<file path="config.mk">
export PLATFORM = sky130hd
export DESIGN_NAME = xbus_ctrl
export DESIGN_NICKNAME = d
export VERILOG_FILES = /design/src/rtl/xbus_pkg.sv /design/src/rtl/xbus_sector.sv /design/src/rtl/xbus_seq.sv /design/src/rtl/xbus_keeper.sv /design/src/rtl/xbus_ctrl.sv
export SDC_FILE = /design/constraint.sdc
export NUM_CORES = 1
export LEC_CHECK = 0
export ABC_AREA = 1
export BUFFER_PORTS_ARGS = -buffer_cell sky130_fd_sc_hd__buf_4
export CORE_ASPECT_RATIO = 0.7
export CORE_MARGIN = 2
export CORE_UTILIZATION = 35
export DETAILED_ROUTE_END_ITERATION = 12
export GPL_ROUTABILITY_DRIVEN = 0
export GPL_TIMING_DRIVEN = 0
export HOLD_SLACK_MARGIN = 0.15
export PLACE_DENSITY = 0.57
export SYNTH_ARGS = -nofsm -noshare
export SYNTH_HDL_FRONTEND = slang
export SYNTH_SLANG_ARGS = --single-unit
</file>
<file path="constraint.sdc">
create_clock -name clk -period 1.6 [get_ports clk]
set_input_delay 0.16 -clock clk [delete_from_list [all_inputs] [get_ports clk]]
set_output_delay 0.16 -clock clk [all_outputs]
set_load 0.02 [all_outputs]
</file>
<file path="src/rtl/xbus_pkg.sv">
package xbus_pkg;

   typedef enum logic [2:0] {
      ST_IDLE,
      ST_ADDR,
      ST_SETUP,
      ST_STROBE,
      ST_HOLD,
      ST_FIN
   } xb_state_t;

   localparam int WAIT_CODE_W = 2;

   // extra strobe cycles beyond the first one for each wait code
   function automatic logic [1:0] strobe_extra(input logic [WAIT_CODE_W-1:0] code);
      case (code)
         2'b00:   strobe_extra = 2'd0;
         2'b01:   strobe_extra = 2'd1;
         default: strobe_extra = 2'd2;
      endcase
   endfunction

   // the slowest code adds a release cycle after the strobe
   function automatic logic has_hold(input logic [WAIT_CODE_W-1:0] code);
      has_hold = (code == 2'b11);
   endfunction

endpackage

</file>
<file path="src/rtl/xbus_sector.sv">
module xbus_sector
   import xbus_pkg::*;
#(
   parameter int BND_W = 8
) (
   input  logic [BND_W-1:0]       addr_top,
   input  logic [BND_W-1:0]       bound,
   input  logic [WAIT_CODE_W-1:0] wait_lo,
   input  logic [WAIT_CODE_W-1:0] wait_hi,
   output logic [WAIT_CODE_W-1:0] code
);

   logic upper;

   always_comb begin
      upper = (addr_top >= bound);
      code  = upper ? wait_hi : wait_lo;
   end

endmodule

</file>
<file path="src/rtl/xbus_seq.sv">
module xbus_seq
   import xbus_pkg::*;
(
   input  logic                   clk,
   input  logic                   rst_n,
   input  logic                   start,
   input  logic [WAIT_CODE_W-1:0] code,
   output xb_state_t              st,
   output logic                   last_strobe
);

   logic [1:0] cnt;

   always_ff @(posedge clk or negedge rst_n) begin
      if (!rst_n) begin
         st  <= ST_IDLE;
         cnt <= '0;
      end else begin
         case (st)
            ST_IDLE, ST_FIN: st <= start ? ST_ADDR : ST_IDLE;
            ST_ADDR:         st <= ST_SETUP;
            ST_SETUP: begin
               st  <= ST_STROBE;
               cnt <= strobe_extra(code);
            end
            ST_STROBE: begin
               if (cnt == '0) st <= has_hold(code) ? ST_HOLD : ST_FIN;
               else           cnt <= cnt - 2'd1;
            end
            ST_HOLD:  st <= ST_FIN;
            default:  st <= ST_IDLE;
         endcase
      end
   end

   assign last_strobe = (st == ST_STROBE) && (cnt == '0);

endmodule

</file>
<file path="src/rtl/xbus_keeper.sv">
module xbus_keeper #(
   parameter int DATA_W     = 8,
   parameter bit HAS_KEEPER = 1'b1
) (
   input  logic              clk,
   input  logic              rst_n,
   input  logic              drive_en,
   input  logic [DATA_W-1:0] drive_val,
   input  logic              keep_en,
   output logic [DATA_W-1:0] ad_out,
   output logic              hold
);

   generate
      if (HAS_KEEPER) begin : g_keep
         logic [DATA_W-1:0] last_q;

         always_ff @(posedge clk or negedge rst_n) begin
            if (!rst_n)        last_q <= '0;
            else if (drive_en) last_q <= drive_val;
         end

         always_comb begin
            hold = !drive_en && keep_en;
            if (drive_en)     ad_out = drive_val;
            else if (keep_en) ad_out = last_q;
            else              ad_out = '0;
         end
      end else begin : g_nokeep
         logic unused_keep;
         assign unused_keep = keep_en ^ clk ^ rst_n;
         assign hold   = 1'b0;
         assign ad_out = drive_en ? drive_val : '0;
      end
   endgenerate

endmodule

</file>
<file path="src/rtl/xbus_ctrl.sv">
module xbus_ctrl
   import xbus_pkg::*;
#(
   parameter int ADDR_W     = 16,
   parameter int DATA_W     = 8,
   parameter int BND_W      = 8,
   parameter bit HAS_KEEPER = 1'b1
) (
   input  logic                     clk,
   input  logic                     rst_n,
   input  logic                     req_valid,
   output logic                     req_ready,
   input  logic                     req_we,
   input  logic [ADDR_W-1:0]        req_addr,
   input  logic [DATA_W-1:0]        req_wdata,
   output logic                     rsp_done,
   output logic [DATA_W-1:0]        rsp_rdata,
   input  logic [BND_W-1:0]         cfg_bound,
   input  logic [1:0]               cfg_wait_lo,
   input  logic [1:0]               cfg_wait_hi,
   input  logic                     cfg_keep_en,
   output logic [DATA_W-1:0]        bus_ad_out,
   output logic                     bus_ad_oe,
   output logic                     bus_ad_hold,
   input  logic [DATA_W-1:0]        bus_ad_in,
   output logic [ADDR_W-DATA_W-1:0] bus_addr_hi,
   output logic                     bus_ale,
   output logic                     bus_rd_n,
   output logic                     bus_wr_n
);

   localparam int HI_W = ADDR_W - DATA_W;

   generate
      if (DATA_W < 1 || HI_W < 1) begin : g_bad_width
         $error("xbus_ctrl: ADDR_W must exceed DATA_W");
      end
      if (BND_W < 1 || BND_W > ADDR_W) begin : g_bad_bound
         $error("xbus_ctrl: BND_W out of range");
      end
   endgenerate

   xb_state_t              st;
   logic                   last_strobe;
   logic                   accept;
   logic [WAIT_CODE_W-1:0] code_new;
   logic [WAIT_CODE_W-1:0] code_q;
   logic [ADDR_W-1:0]      addr_q;
   logic [DATA_W-1:0]      wdata_q;
   logic                   we_q;
   logic [DATA_W-1:0]      rdata_q;
   logic                   drive_en;
   logic [DATA_W-1:0]      drive_val;

   assign req_ready = (st == ST_IDLE) || (st == ST_FIN);
   assign accept    = req_valid && req_ready;

   xbus_sector #(.BND_W(BND_W)) u_sector (
      .addr_top (req_addr[ADDR_W-1 -: BND_W]),
      .bound    (cfg_bound),
      .wait_lo  (cfg_wait_lo),
      .wait_hi  (cfg_wait_hi),
      .code     (code_new)
   );

   always_ff @(posedge clk or negedge rst_n) begin
      if (!rst_n) begin
         addr_q  <= '0;
         wdata_q <= '0;
         we_q    <= 1'b0;
         code_q  <= '0;
      end else if (accept) begin
         addr_q  <= req_addr;
         wdata_q <= req_wdata;
         we_q    <= req_we;
         code_q  <= code_new;
      end
   end

   xbus_seq u_seq (
      .clk         (clk),
      .rst_n       (rst_n),
      .start       (accept),
      .code        (code_q),
      .st          (st),
      .last_strobe (last_strobe)
   );

   always_ff @(posedge clk or negedge rst_n) begin
      if (!rst_n)                       rdata_q <= '0;
      else if (last_strobe && !we_q)    rdata_q <= bus_ad_in;
   end

   always_comb begin
      drive_en  = (st == ST_ADDR) ||
                  (we_q && ((st == ST_SETUP) || (st == ST_STROBE)));
      drive_val = (st == ST_ADDR) ? addr_q[DATA_W-1:0] : wdata_q;
   end

   xbus_keeper #(.DATA_W(DATA_W), .HAS_KEEPER(HAS_KEEPER)) u_keep (
      .clk       (clk),
      .rst_n     (rst_n),
      .drive_en  (drive_en),
      .drive_val (drive_val),
      .keep_en   (cfg_keep_en),
      .ad_out    (bus_ad_out),
      .hold      (bus_ad_hold)
   );

   assign bus_ad_oe   = drive_en;
   assign bus_addr_hi = addr_q[ADDR_W-1:DATA_W];
   assign bus_ale     = (st == ST_ADDR);
   assign bus_rd_n    = !((st == ST_STROBE) && !we_q);
   assign bus_wr_n    = !((st == ST_STROBE) && we_q);
   assign rsp_done    = (st == ST_FIN);
   assign rsp_rdata   = rdata_q;

endmodule


</file>
==> impl_metrics.ini <==
[status]
status = finished with violations
violations = setup timing

[cells_and_area]
n_antenna_cell = 0
areaGrowthSynthToFinish_pct = 60.9
layout.nets = 477
nFillCells = 635
postLayoutCoreUtil_pct = 57.7
drive_gt1_share_pct = 38.3
final_common_cell = buf_4
multi_input_area_um2 = 1100
final_cell_mix = buf_4, nand2_1, dfrtp_1
seq_area_um2 = 1200

[pwr]
p_leak_nw = 2.02
p_sw_share_pct = 42.4
p_sw_mw = 3.10
max-vdd-ir-drop_mv = 0.659
power_frac_seq_pct = 29.8
combPwrFrac_pct = 57.6
p_clk_share_pct = 12.6
p_per_area_nw_per_um2 = 1900
p_int_mw = 4.21

[timing]
min_period_over_period_pct = 112
slew_headroom_pct = 59.1
fmax_ghz = 0.558
rsz0062_at_grt = yes
tightest_slew_ps = 614
fin_skew_ps = 7.78
fin_crit_ps = 1790
hold_violations = 0
slew_viol_final = 0
layout_setup_ws_ps = -192
setup_viol = 14
fin_setup_tns_ps = -1480

[floorplanning]
die-width_um = 103
core_area_um2 = 6660
dieArea_um2 = 7510
initial_utilization_pct = 35.8
ios = 80
die_h_um = 73.1
rows = 25

[drt]
routed.top_layer = met4
wl_per_cell_um = 12.0
drc = 0
dr.pass1.iters = 4
avgViaCountPerCell = 4.36
wl_mm = 6.17
ant_nets = 0
vias = 2239
routed-wl-met3_um = 270
met2_length_mm = 2.94
drt-initial-drc-count = 65
wl_met1_mm = 2.91

[synth]
ys_warn_count = 0
synth_top_family_by_area = simple AND/OR/NAND/NOR gates
seq_area_frac_synth_pct = 50.3
synth-simple-area-share_pct = 22.8
synth.area.mux_share_pct = 3.77
synth.area.top_cells = dfrtp_1, nand2_1, inv_1
synth.cell_area_um2 = 2390
synth-compound-area-share_pct = 7.97
synth_top_cell_by_area = dfrtp_1
syn_nets = 345
synth_edf_count = 0
synthArstFlopShare_pct = 100
yosysUniqueCellTypes = 24
syn_inst = 287
synthDominantCellAreaShare_pct = 50.3
ys.flop_type = dfrtp_1
synthAdderAreaFrac_pct = 4.72
synth_seq_cells = 48
synth.avg_cell_area_um2 = 8.32
synth-xor-area-share_pct = 0

[worst_setup_path]
start_kind = flip-flop
crit_required_ps = 1440
arrival_ps = 1630
path_class = flip-flop to output port
cp_max_fo = 5
crit_start = u_seq.st[1]
r2r_start = u_seq.st[1]
worst_setup_path_end_kind = output port

[hold_path]
min_from = cfg_wait_hi[0]
hold_path_class = primary input to flip-flop

[placement]
dp_slack_ps = -193
dp_hpwl_mm = 4.11
io_buffers = 79

[grt]
track_usage_pct = 16.4
first_global_vias = 2063
grt_first_pass_wirelength_mm = 9.56
overflow = 0
grt_max_degree = 49
grt_antenna_before_repair = 0

[clock_network]
cts_inserted_buffers = 5
root_buffer = clkbuf_8
cts_tree = built
path_clk_slew_ps = 90
h-tree-depth = 2
clock-sinks = 48
clk-insertion-delay-late_ps = 290
cts.path.max_buffers = 2

[run]
cap_violations = 0
[state kept, by name, summed over array words and instances, names as in the netlist]
signal and count:
u_seq.cnt 2, wdata_q 8, we_q 1, code_q 2, u_keep.g_keep.last_q 8, u_seq.st 3
addr_q 16, rsp_rdata 8
[metrics by stage]
step	area, um2	cells	hold slack (ps)	power [mW]
floorplan	2390	287	-136	4.34
global placement	3100	460	219	5.60
detailed placement	3100	460	216	5.65
CTS	3670	508	155	7.05
global route	3840	514	157	7.84
finish	3840	514	159	7.31
[layout make-up]
| cell class | instances | share of cell area [%] |
|---|---|---|
| Tap cell | 94 | 3.06 |
| Timing Repair Buffer | 124 | 26.7 |
| Multi-Input combinational cell | 190 | 28.8 |
| Sequential cell | 48 | 31.3 |
| Clock buffer | 6 | 2.15 |
| Clock inverter | 2 | 1.01 |
| Buffer | 13 | 3.13 |
| Inverter | 37 | 3.81 |
[critical path, cell delays in order (launching register included)]
cell	delay, ps
dfrtp_1	400
buf_4	150
nor2_4	110
nor2_4	70
o21ai_4	120
nor2_1	90
o21ai_1	130
o21ai_1	100
buf_4	160
[power groups by stage]
stage               combinational (mW)  clock, mW  sequential (mW)
global placement                  3.46          0             2.14
floorplan                         2.14          0             2.20
CTS                               3.93      0.952             2.16
detailed placement                3.51          0             2.14
global route                      4.60      0.996             2.25
finish                            4.21      0.920             2.18
[final timing paths]
kind | endpoint | slack [ps] | cells past startpoint
worst max register to register | addr_q[7] | -10 | 10
worst max-delay path | bus_ad_out[4] | -190 | 8
min in group asynchronous | wdata_q[3] | 410 | 2
max in group asynchronous | u_seq.st[2] | 740 | 2
worst min register to register | addr_q[12] | 480 | 2
worst min-delay path | code_q[0] | 160 | 5
[kinds of logic after synthesis]
logic type / Yosys count
AOI/OAI and AO/OA: 35
muxes: 8
adders and majority gates: 9
and+or+nand+nor: 137
DFF: 48
buffers and inverters: 50
[cells in the mapped netlist, types with 2 or more instances]
master	number
nand2_1	98
dfrtp_1	48
inv_1	34
ha_1	9
buf_4	8
nor3_1	2
inv_2	3
o21ai_0	22
buf_6	4
nand2_2	2
mux2_2	8
nor2_1	27
a21oi_1	3
o21ai_1	5
nand3_1	5
[per-layer routing]
| layer | vias up | track usage, % |
|---|---|---|
| li1 | 1149 | - |
| met1 | 1036 | 24.3 |
| met2 | 50 | 24.3 |
| met3 | 4 | 3.64 |
| met4 | 0 | 4.44 |
| met5 | - | 0 |
[timing repair]
action / CTS / global route
pin swaps: 1 / 14
hold buffers: 34 / 0
endpoints found under the hold margin: 81 / 0
cloned: 1 / 0
setup buffers: 5 / 6
endpoints found under the setup margin: 11 / 15
gates resized for setup: 33 / 30
No activity file was read; power rests on OpenSTA's default activity.
